$ cat src/rtl/td_rx_pkg.sv
`timescale 1ns/1ps
package td_rx_pkg;
  localparam int TD_WORD_W       = 16;
  localparam int TD_FRAME_WORDS  = 14;
  localparam int TD_WIDX_W       = $clog2(TD_FRAME_WORDS);
  localparam int TD_MSG_W        = 4;
  localparam int TD_REL_W        = 3 * TD_WORD_W;
  localparam int TD_FNS_W        = 2 * TD_WORD_W;
  localparam int TD_SEC_W        = 3 * TD_WORD_W;
  localparam int TD_OFS_W        = 2 * TD_WORD_W;
  localparam int TD_TODNS_W      = 30;
  localparam int TD_TODNS_HI     = TD_TODNS_W - TD_WORD_W;
  localparam int TD_PERNS_W      = 8;
  localparam int TD_REL_FLAG_BIT = 8;
  localparam int TD_SLSB_BIT     = 9;
  localparam int TD_TOD_FLAG_BIT = 15;

  localparam logic [TD_MSG_W-1:0] TD_MSG_TOD = TD_MSG_W'(0);
  localparam logic [TD_MSG_W-1:0] TD_MSG_OFS = TD_MSG_W'(1);
  localparam logic [TD_MSG_W-1:0] TD_MSG_ALT = TD_MSG_W'(2);

  typedef logic [TD_WORD_W-1:0] td_word_t;
endpackage

$ cat src/rtl/td_rx_framer.sv
`timescale 1ns/1ps
// Bit and word framing: finds the frame start, checks each start slot,
// shifts in LSB-first data and hands out one word per 17 bit times.
module td_rx_framer #(
  parameter int WORD_W      = td_rx_pkg::TD_WORD_W,
  parameter int FRAME_WORDS = td_rx_pkg::TD_FRAME_WORDS
) (
  input  logic                           clk,
  input  logic                           rst,
  input  logic                           sdi,
  output logic                           word_vld,
  output logic [$clog2(FRAME_WORDS)-1:0] word_idx,
  output logic [WORD_W-1:0]              word
);
  localparam int WIDX_W = $clog2(FRAME_WORDS);
  localparam int BCNT_W = $clog2(WORD_W + 1);
  localparam logic [BCNT_W-1:0] LAST_BIT  = BCNT_W'(WORD_W);
  localparam logic [WIDX_W-1:0] LAST_WORD = WIDX_W'(FRAME_WORDS - 1);

  logic              hunting;
  logic [BCNT_W-1:0] bit_cnt;   // 0 = start slot, 1..WORD_W = data bits
  logic [WIDX_W-1:0] word_cnt;
  logic [WORD_W-1:0] shreg;

  always_ff @(posedge clk) begin
    word_vld <= 1'b0;
    if (rst) begin
      hunting  <= 1'b1;
      bit_cnt  <= '0;
      word_cnt <= '0;
      shreg    <= '0;
      word     <= '0;
      word_idx <= '0;
    end else if (hunting) begin
      if (!sdi) begin
        hunting  <= 1'b0;
        bit_cnt  <= BCNT_W'(1);
        word_cnt <= '0;
      end
    end else if (bit_cnt == '0) begin
      if (sdi) begin
        hunting <= 1'b1;               // start slot high: drop the frame
      end else begin
        bit_cnt <= BCNT_W'(1);
      end
    end else begin
      shreg <= {sdi, shreg[WORD_W-1:1]};
      if (bit_cnt == LAST_BIT) begin
        word_vld <= 1'b1;
        word     <= {sdi, shreg[WORD_W-1:1]};
        word_idx <= word_cnt;
        bit_cnt  <= '0;
        if (word_cnt == LAST_WORD) begin
          hunting  <= 1'b1;
          word_cnt <= '0;
        end else begin
          word_cnt <= word_cnt + WIDX_W'(1);
        end
      end else begin
        bit_cnt <= bit_cnt + BCNT_W'(1);
      end
    end
  end
endmodule

$ cat src/rtl/td_rx_assembler.sv
`timescale 1ns/1ps
// Holds words 0..N-2 of the frame in flight and, when the last word arrives,
// decodes the whole frame into the output registers on one edge.
module td_rx_assembler
  import td_rx_pkg::*;
#(
  parameter int WORD_W      = TD_WORD_W,
  parameter int FRAME_WORDS = TD_FRAME_WORDS
) (
  input  logic                           clk,
  input  logic                           rst,
  input  logic                           word_vld,
  input  logic [$clog2(FRAME_WORDS)-1:0] word_idx,
  input  logic [WORD_W-1:0]              word,
  output logic [TD_REL_W-1:0]            rel_ns,
  output logic [TD_FNS_W-1:0]            frac_ns,
  output logic [TD_FNS_W-1:0]            per_frac,
  output logic [TD_PERNS_W-1:0]          per_ns,
  output logic                           rel_flag,
  output logic                           s_lsb,
  output logic                           cmn_stb,
  output logic [TD_TODNS_W-1:0]          tod_ns,
  output logic [TD_SEC_W-1:0]            tod_s,
  output logic                           tod_flag,
  output logic                           tod_stb,
  output logic [TD_OFS_W-1:0]            ofs_ns,
  output logic [WORD_W-1:0]              drift_num,
  output logic [WORD_W-1:0]              drift_den,
  output logic [WORD_W-1:0]              drift_state,
  output logic                           ofs_stb,
  output logic [TD_OFS_W-1:0]            alt_ofs_ns,
  output logic [TD_SEC_W-1:0]            alt_s,
  output logic                           alt_stb
);
  localparam int WIDX_W = $clog2(FRAME_WORDS);
  localparam int NSLOT  = FRAME_WORDS - 1;
  localparam logic [WIDX_W-1:0] LAST_WORD = WIDX_W'(FRAME_WORDS - 1);

  logic [WORD_W-1:0] slot [NSLOT];

  for (genvar g = 0; g < NSLOT; g++) begin : g_slot
    logic [WORD_W-1:0] q;
    always_ff @(posedge clk) begin
      if (word_vld && word_idx == WIDX_W'(g)) q <= word;
    end
    assign slot[g] = q;
  end

  logic                commit;
  logic [TD_MSG_W-1:0] msg;
  assign commit = word_vld && (word_idx == LAST_WORD);
  assign msg    = slot[0][TD_MSG_W-1:0];

  always_ff @(posedge clk) begin
    if (rst) begin
      rel_ns <= '0; frac_ns <= '0; per_frac <= '0; per_ns <= '0;
      rel_flag <= 1'b0; s_lsb <= 1'b0;
      tod_ns <= '0; tod_s <= '0; tod_flag <= 1'b0;
      ofs_ns <= '0; drift_num <= '0; drift_den <= '0; drift_state <= '0;
      alt_ofs_ns <= '0; alt_s <= '0;
      cmn_stb <= 1'b0; tod_stb <= 1'b0; ofs_stb <= 1'b0; alt_stb <= 1'b0;
    end else begin
      cmn_stb <= commit;
      tod_stb <= commit && (msg == TD_MSG_TOD);
      ofs_stb <= commit && (msg == TD_MSG_OFS);
      alt_stb <= commit && (msg == TD_MSG_ALT);
      if (commit) begin
        rel_ns   <= {slot[10], slot[9], slot[8]};
        frac_ns  <= {slot[7], slot[6]};
        per_frac <= {slot[12], slot[11]};
        per_ns   <= word[TD_PERNS_W-1:0];
        rel_flag <= slot[0][TD_REL_FLAG_BIT];
        s_lsb    <= slot[0][TD_SLSB_BIT];
        case (msg)
          TD_MSG_TOD: begin
            tod_ns   <= {slot[2][TD_TODNS_HI-1:0], slot[1]};
            tod_flag <= slot[2][TD_TOD_FLAG_BIT];
            tod_s    <= {slot[5], slot[4], slot[3]};
          end
          TD_MSG_OFS: begin
            ofs_ns      <= {slot[2], slot[1]};
            drift_num   <= slot[3];
            drift_den   <= slot[4];
            drift_state <= slot[5];
          end
          TD_MSG_ALT: begin
            alt_ofs_ns <= {slot[2], slot[1]};
            alt_s      <= {slot[5], slot[4], slot[3]};
          end
          default: ;
        endcase
      end
    end
  end
endmodule

$ cat src/rtl/td_frame_rx.sv
`timescale 1ns/1ps
module td_frame_rx
  import td_rx_pkg::*;
(
  input  logic                  clk,
  input  logic                  rst,
  input  logic                  td_sdi,
  output logic [TD_REL_W-1:0]   rel_ns,
  output logic [TD_FNS_W-1:0]   frac_ns,
  output logic [TD_FNS_W-1:0]   per_frac,
  output logic [TD_PERNS_W-1:0] per_ns,
  output logic                  rel_flag,
  output logic                  s_lsb,
  output logic                  cmn_stb,
  output logic [TD_TODNS_W-1:0] tod_ns,
  output logic [TD_SEC_W-1:0]   tod_s,
  output logic                  tod_flag,
  output logic                  tod_stb,
  output logic [TD_OFS_W-1:0]   ofs_ns,
  output logic [TD_WORD_W-1:0]  drift_num,
  output logic [TD_WORD_W-1:0]  drift_den,
  output logic [TD_WORD_W-1:0]  drift_state,
  output logic                  ofs_stb,
  output logic [TD_OFS_W-1:0]   alt_ofs_ns,
  output logic [TD_SEC_W-1:0]   alt_s,
  output logic                  alt_stb
);
  logic                 fr_word_vld;
  logic [TD_WIDX_W-1:0] fr_word_idx;
  td_word_t             fr_word;

  td_rx_framer #(.WORD_W(TD_WORD_W), .FRAME_WORDS(TD_FRAME_WORDS)) u_framer (
    .clk      (clk),
    .rst      (rst),
    .sdi      (td_sdi),
    .word_vld (fr_word_vld),
    .word_idx (fr_word_idx),
    .word     (fr_word)
  );

  td_rx_assembler #(.WORD_W(TD_WORD_W), .FRAME_WORDS(TD_FRAME_WORDS)) u_asm (
    .clk         (clk),
    .rst         (rst),
    .word_vld    (fr_word_vld),
    .word_idx    (fr_word_idx),
    .word        (fr_word),
    .rel_ns      (rel_ns),
    .frac_ns     (frac_ns),
    .per_frac    (per_frac),
    .per_ns      (per_ns),
    .rel_flag    (rel_flag),
    .s_lsb       (s_lsb),
    .cmn_stb     (cmn_stb),
    .tod_ns      (tod_ns),
    .tod_s       (tod_s),
    .tod_flag    (tod_flag),
    .tod_stb     (tod_stb),
    .ofs_ns      (ofs_ns),
    .drift_num   (drift_num),
    .drift_den   (drift_den),
    .drift_state (drift_state),
    .ofs_stb     (ofs_stb),
    .alt_ofs_ns  (alt_ofs_ns),
    .alt_s       (alt_s),
    .alt_stb     (alt_stb)
  );
endmodule

$ cat config.mk
export PLATFORM = sky130hd
export DESIGN_NAME = td_frame_rx
export DESIGN_NICKNAME = d
export VERILOG_FILES = /design/src/rtl/td_rx_pkg.sv /design/src/rtl/td_rx_framer.sv /design/src/rtl/td_rx_assembler.sv /design/src/rtl/td_frame_rx.sv
export SDC_FILE = /design/constraint.sdc
export NUM_CORES = 1
export LEC_CHECK = 0
export BUFFER_PORTS_ARGS = -buffer_cell sky130_fd_sc_hd__buf_2
export CAP_MARGIN = 0
export CORE_MARGIN = 1
export CORE_UTILIZATION = 45
export DETAILED_ROUTE_END_ITERATION = 10
export GPL_ROUTABILITY_DRIVEN = 0
export PLACE_DENSITY = 0.68
export SETUP_SLACK_MARGIN = 0.1
export SYNTH_ARGS = -nofsm -noshare
export SYNTH_HDL_FRONTEND = slang
export SYNTH_SLANG_ARGS = --single-unit
$ cat constraint.sdc
create_clock -name clk -period 2.75 [get_ports clk]
set_input_delay 0.275 -clock clk [delete_from_list [all_inputs] [get_ports clk]]
set_output_delay 0.275 -clock clk [all_outputs]
set_load 0.05 [all_outputs]
==> results of run 1 <==
-- cells by family (layout without fill, tap and decap cells) --
family	Yosys count	after routing
buffers and inverters	213	540
adder cells (fa/ha/maj)	4	4
other	0	1
multiplexers	81	81
flip-flops	609	609
AND/OR/NAND/NOR	539	539
AO/OA/AOI/OAI	490	490
-- Yosys cell counts (2+ instances only) --
cell / number
dfxtp_1: 411
edfxtp_1: 198
clkbuf_1: 166
nand3_1: 166
nor4_1: 159
a21oi_1: 158
o21ai_0: 158
a31o_2: 149
nand2b_1: 84
nand2_1: 82
mux2i_1: 80
buf_2: 24
buf_1: 16
nor2_1: 15
a31o_1: 10
nor3_1: 8
ha_1: 4
inv_1: 4
a21o_1: 3
a31oi_1: 3
nand3b_1: 3
nand4_1: 3
or4_1: 3
a22o_1: 2
buf_6: 2
or3_1: 2
or3b_2: 2
or4b_2: 2
-- sequential cells by signal, indices dropped and copies added (netlist names), 4 cells and up --
signal / flops
u_framer.word: 16
u_asm.per_frac: 32
u_framer.word_cnt: 4
u_asm.g_slot.q: 198
u_framer.shreg: 15
u_asm.rel_ns: 48
u_asm.ofs_ns: 32
u_framer.bit_cnt: 5
u_asm.drift_den: 16
u_asm.tod_ns: 30
u_asm.alt_s: 48
u_asm.frac_ns: 32
u_asm.tod_s: 48
u_asm.per_ns: 8
u_asm.drift_state: 16
u_framer.word_idx: 4
u_asm.drift_num: 16
u_asm.alt_ofs_ns: 32
-- area by class of cell --
cell class              count  area [um^2]  share of cell area (%)
flip-flops and latches    609        14200                    53.9
multi-input cells        1114         6980                    26.5
repair buffers            422         2400                    9.10
clock buffers              91         1690                    6.42
well taps                 615          769                    2.92
clock inverters            22          287                    1.09
inverters                   5         23.8                  0.0903
diodes                      1         2.50                 0.00951
-- worst max-delay path, delay by kind of cell, from the launching register on --
| kind | cells | cell delay, ns |
|---|---|---|
| mux | 1 | 0.26 |
| flops | 1 | 0.41 |
| buf+inv | 1 | 0.39 |
| simple gates | 2 | 0.94 |
-- stage by stage --
stage                     instance area, um^2  power, W  std cells  utilization [%]
final                                   26300    0.0178       2879             54.9
after global routing                    26300    0.0183       2878             54.9
after CTS                               26300    0.0179       2878             54.9
after detailed placement                24300   0.00968       2764             50.7
after global placement                  24300   0.00968       2764             50.7
after floorplan                         21900   0.00961       1936                -
-- where the power goes --
group | internal [W] | switching [W] | leakage (nW) | total, W
combinational | 0.0000603 | 0.000197 | 3.90 | 0.000258
sequential | 0.00922 | 0.00000615 | 5.14 | 0.00923
clock | 0.00480 | 0.00347 | 0.960 | 0.00828
-- routing by layer --
metal	track usage [%]	wire (um)
met2	39.8	30300
met1	35.5	28500
met5	0	0
met4	8.30	1870
met3	5.04	4640
-- how the worst max path moves through the flow --
| stage | slack (ns) | end |
|---|---|---|
| detailed placement | 0.45 | u_asm.alt_s[14]$_SDFFE_PP0P_ |
| CTS | 0.44 | u_asm.alt_ofs_ns[26]$_SDFFE_PP0P_ |
| floorplan | 0.45 | u_asm.g_slot[12].q[0]$_DFFE_PP_ |
| global placement | 0.50 | u_asm.alt_s[1]$_SDFFE_PP0P_ |
| global route | 0.31 | u_asm.alt_s[2]$_SDFFE_PP0P_ |
| finish | 0.39 | u_asm.alt_s[11]$_SDFFE_PP0P_ |
==> out/results.ini, run 1 <==
[status]
outcome = finished clean

[routing]
drc = 0
drt-initial-drc-count = 1679
drt_wl_total_um = 65300
viasPerCell = 5.92
dr.pass1.iters = 5
wire_per_inst_um = 22.7
final_antenna_net_count = 0
vias = 17058

[sta]
clock_skew_ns = 0.0248
relSlewSlack_pct = 24.3
report.final.hold_viol_count = 0
clock.fmax_mhz = 423
setup_violations = 0
min_period_over_period_pct = 85.9
rsz0062_at_grt = false
fin_ws_ns = 0.387
drv_slew = 0
tightest_slew_ns = 1.14
min_period_ns = 2.36
finalSetupTns_ns = 0
holdWs_ns = 0.203

[synth]
synth_area_leaders = dfxtp_1 38%, edfxtp_1 27%, a31o_2 6.0%
synth_compound_area_share_pct = 14.1
synth-xor-area-share_pct = 0
synthesis.nets = 1943
yosys.area_share.adder_pct = 0.228
synth_cell_types = 47
synth_mux_area_share_pct = 3.70
synth_top_family_by_area = compound AO/OA/AOI/OAI gates
yosys_warnings = 0
synth_area_um2 = 21900
synth_edf_count = 198
synth_cells = 1936
synth_top_area_share_pct = 37.5
dominantRegCellSynth = dfxtp_1
synthSimpleGateAreaFrac_pct = 13.5
synth-seq-area-share_pct = 64.6
async_flop_share_pct = 0
ys_ff_latch = 609
synth_top_area_cell = dfxtp_1
avgSynthCellArea_um2 = 11.3

[final_layout]
layout.nets = 2219
final_common_cell = dfxtp_1
area_growth_pct = 20.0
drive_gt1_share_pct = 29.7
mostFrequentLayoutCells = 411 x dfxtp_1, 366 x buf_2, 198 x edfxtp_1
nFillCells = 4113

[cts]
cts_tree = done
cts_hold_buf = 1
clockRootBuffer = clkbuf_16
clock_path_buffers = 3
cts_resized = 0
clkSinkCount = 609
clk_latency_ns = 0.63
postCtsSetupBuffers = 0
cts_inserted_buffers = 60
clk_pin_slew_worst_paths_ns = 0.06
htreeDepth = 2

[placed_design]
port-buffer-count = 367
post-place-ws_ns = 0.455
dp_hpwl_um = 39400

[global_route]
grt_first_pass_wirelength_um = 98300
grt-ovfl-total = 0
grt_max_degree = 160
grt_use_total_pct = 25.5
grt_pass1_vias = 15880
grt_antenna_before_repair = 1

[floorplan]
die_h_um = 223
dieArea_um2 = 49600
initial_core_util_pct = 45.7
pin_count = 368
die_w_um = 223
rows = 80
coreArea_um2 = 47900

[worst_setup_path]
crit_chain = or4b_2 > nor3_2 > buf_12 > mux2i_1
end_kind = flip-flop
worstRegToRegCells = 4
required_ns = 3.28
rrSetupSlack_ns = 0.39
r2r_end = u_asm.alt_s[11]$_SDFFE_PP0P_
crit_path_start = u_asm.g_slot[0].q[0]$_DFFE_PP_
r2r-start = u_asm.g_slot[0].q[0]$_DFFE_PP_
cp.arrival_ns = 2.89
start_kind = flip-flop
critPathSlowestCell = or4b_2
cp_max_fo = 80
slowest_delay_ns = 0.73
critical_path_class = reg -> reg

[pwr]
irDropWorstVdd_v = 0.000500
power_density_nw_per_um2 = 675
p_leak_nw = 10.0

[worst_hold_path]
hold_path_class = in -> reg
min_to = u_asm.alt_ofs_ns[10]$_SDFFE_PP0P_
whs_path_depth = 3
min-delay-start = rst

[flow_run]
timing.max_cap.violations = 0

Note: power is estimated with default switching activity, not from simulation.
==> run 2, diff against run 1 <==
CORE_UTILIZATION = 40   (was 45)
PLACE_DENSITY = 0.61   (was 0.68)
REMOVE_ABC_BUFFERS = 1   (was not set)
==> run 2 against run 1 <==
Sequential cell count stayed put. Design area increased by 0.86%. Clock-buffer cell count increased by 7. Register-to-register slack better by 0.07 ns. Clock power grew 5.1%. Die area up 12%. Routed wire length is 3.7% lower. Sequential power about the same. Utilization decreased by 5.8 points. Largest power group unchanged.
==> out/results.ini, run 2 (synthesis gave the netlist of run 1 again) <==
[global_route]
grt_max_degree = 125
grt_use_total_pct = 21.9
grt_first_pass_wirelength_um = 95500
grt_pass1_vias = 16094
grt-ovfl-total = 0
grt_antenna_before_repair = 1

[worst_setup_path]
r2r_end = u_asm.alt_ofs_ns[11]$_SDFFE_PP0P_
cp.arrival_ns = 2.79
cp_max_fo = 24
crit_path_start = u_asm.g_slot[0].q[0]$_DFFE_PP_
rrSetupSlack_ns = 0.46
end_kind = flip-flop
start_kind = flip-flop
required_ns = 3.24
critical_path_class = reg -> reg
r2r-start = u_asm.g_slot[0].q[0]$_DFFE_PP_
worstRegToRegCells = 5

[final_layout]
area_growth_pct = 21.1
antenna_cells = 0
largest_reg_flops = 198
utilization_pct = 49.1
layout.nets = 2216
stdcell_count = 2957
final_common_cell = dfxtp_1
drive_gt1_share_pct = 30.3
largest_register = u_asm.g_slot.q
final_area_um2 = 26500
mostFrequentLayoutCells = 411 x dfxtp_1, 366 x buf_2, 198 x edfxtp_1

[cts]
clk_latency_ns = 0.59
htreeDepth = 3
clock_path_buffers = 3
clkSinkCount = 609
clk_pin_slew_worst_paths_ns = 0.06
clockRootBuffer = clkbuf_16
postCtsSetupBuffers = 0
cts_inserted_buffers = 67
cts_tree = done

[sta]
tightest_slew_ns = 1.12
drv_slew = 0
relSlewSlack_pct = 25.6
rsz0062_at_grt = false
clock.fmax_mhz = 436
setup_violations = 0
finalSetupTns_ns = 0
min_period_over_period_pct = 83.4
clock_skew_ns = 0.0239
min_period_ns = 2.29
holdWs_ns = 0.249
report.final.hold_viol_count = 0

[status]
outcome = finished clean

[worst_hold_path]
hold_path_class = in -> reg
min-delay-start = rst
min_to = u_framer.word_idx[0]$_SDFFE_PP0P_
whs_path_depth = 2

[placed_design]
place_area_um2 = 24400
port-buffer-count = 367
place_inst = 2835
dp_hpwl_um = 37000

[pwr]
power_density_nw_per_um2 = 685
irDropWorstVdd_v = 0.000490
p_leak_nw = 10.0

[routing]
wire_per_inst_um = 21.3
drc = 0
dr.pass1.iters = 5
viasPerCell = 5.68
drt-initial-drc-count = 1006
vias = 16807
final_antenna_net_count = 0
drt_wl_total_um = 62900

[floorplan]
initial_core_util_pct = 40.6
coreArea_um2 = 54000
dieArea_um2 = 55800
pin_count = 368
die_w_um = 236
die_h_um = 236
rows = 85

[flow_run]
timing.max_cap.violations = 0

==> run 2: cell count changes in the layout (fill, tap and decap cells not counted), moves of 2 or more <==
cell       delta
or3_4         -2
clkbuf_16    +10
or3_2         +2
buf_12        +2
nor2_1        -7
clkbuf_8      +4
clkinv_2      +5
bufinv_16     -4
nor2_2        +6
buf_4        -12
clkbuf_1      -6
==> run 2: worst max-delay path, cell delays in order (launching register included) <==
cell and delay (ns):
edfxtp_1 0.39, or4b_2 0.73, nor3_2 0.27, buf_12 0.28
buf_4 0.30, mux2i_1 0.22
==> run 2: area by class of cell <==
| class | count | area (um^2) |
|---|---|---|
| flip-flops and latches | 609 | 14200 |
| multi-input cells | 1114 | 6990 |
| clock inverters | 23 | 174 |
| repair buffers | 412 | 2350 |
| clock buffers | 98 | 1960 |
| well taps | 696 | 871 |
| inverters | 5 | 23.8 |
| fillers | 4889 | 27500 |
==> run 2: how the worst max path moves through the flow <==
stage / slack [ns] / cells past startpoint / end
global route: 0.32 / 5 / u_asm.rel_ns[41]$_SDFFE_PP0P_
CTS: 0.44 / 5 / u_asm.alt_ofs_ns[11]$_SDFFE_PP0P_
global placement: 0.54 / 5 / u_asm.alt_ofs_ns[10]$_SDFFE_PP0P_
floorplan: -12.15 / 3 / u_asm.alt_ofs_ns[0]$_SDFFE_PP0P_
detailed placement: 0.48 / 5 / u_asm.alt_s[42]$_SDFFE_PP0P_
finish: 0.46 / 5 / u_asm.alt_ofs_ns[11]$_SDFFE_PP0P_
==> run 2: routing by layer <==
| layer | vias up | share of wire (%) | global-route usage [%] |
|---|---|---|---|
| met1 | 8374 | 43 | 28.9 |
| met3 | 111 | 5.9 | 4.42 |
| met5 | - | 0 | 0 |
| met4 | 0 | 2.8 | 7.92 |
| li1 | 7747 | - | - |
| met2 | 575 | 48 | 35.6 |
==> run 2: timing repair <==
action / in CTS / in global routing
resized for setup: 0 / 0
hold buffers: 1 / 0
hold endpoints to repair: 1 / 0
==> run 2: stage by stage <==
step                      setup slack [ns]  total power, W
after floorplan                     -12.15         0.00955
after global placement               0.537         0.00968
after detailed placement             0.478         0.00968
after CTS                            0.440          0.0184
after global routing                 0.325          0.0188
final                                0.457          0.0182
==> run 2: power breakdown <==
group / total, W / leakage [nW] / internal, W / switching, W
Sequential: 0.00923 / 5.14 / 0.00923 / 0.00000437
Combinational: 0.000262 / 3.85 / 0.0000641 / 0.000198
Clock: 0.00870 / 1.05 / 0.00514 / 0.00356
Total: 0.0182 / 10.0 / 0.0144 / 0.00376
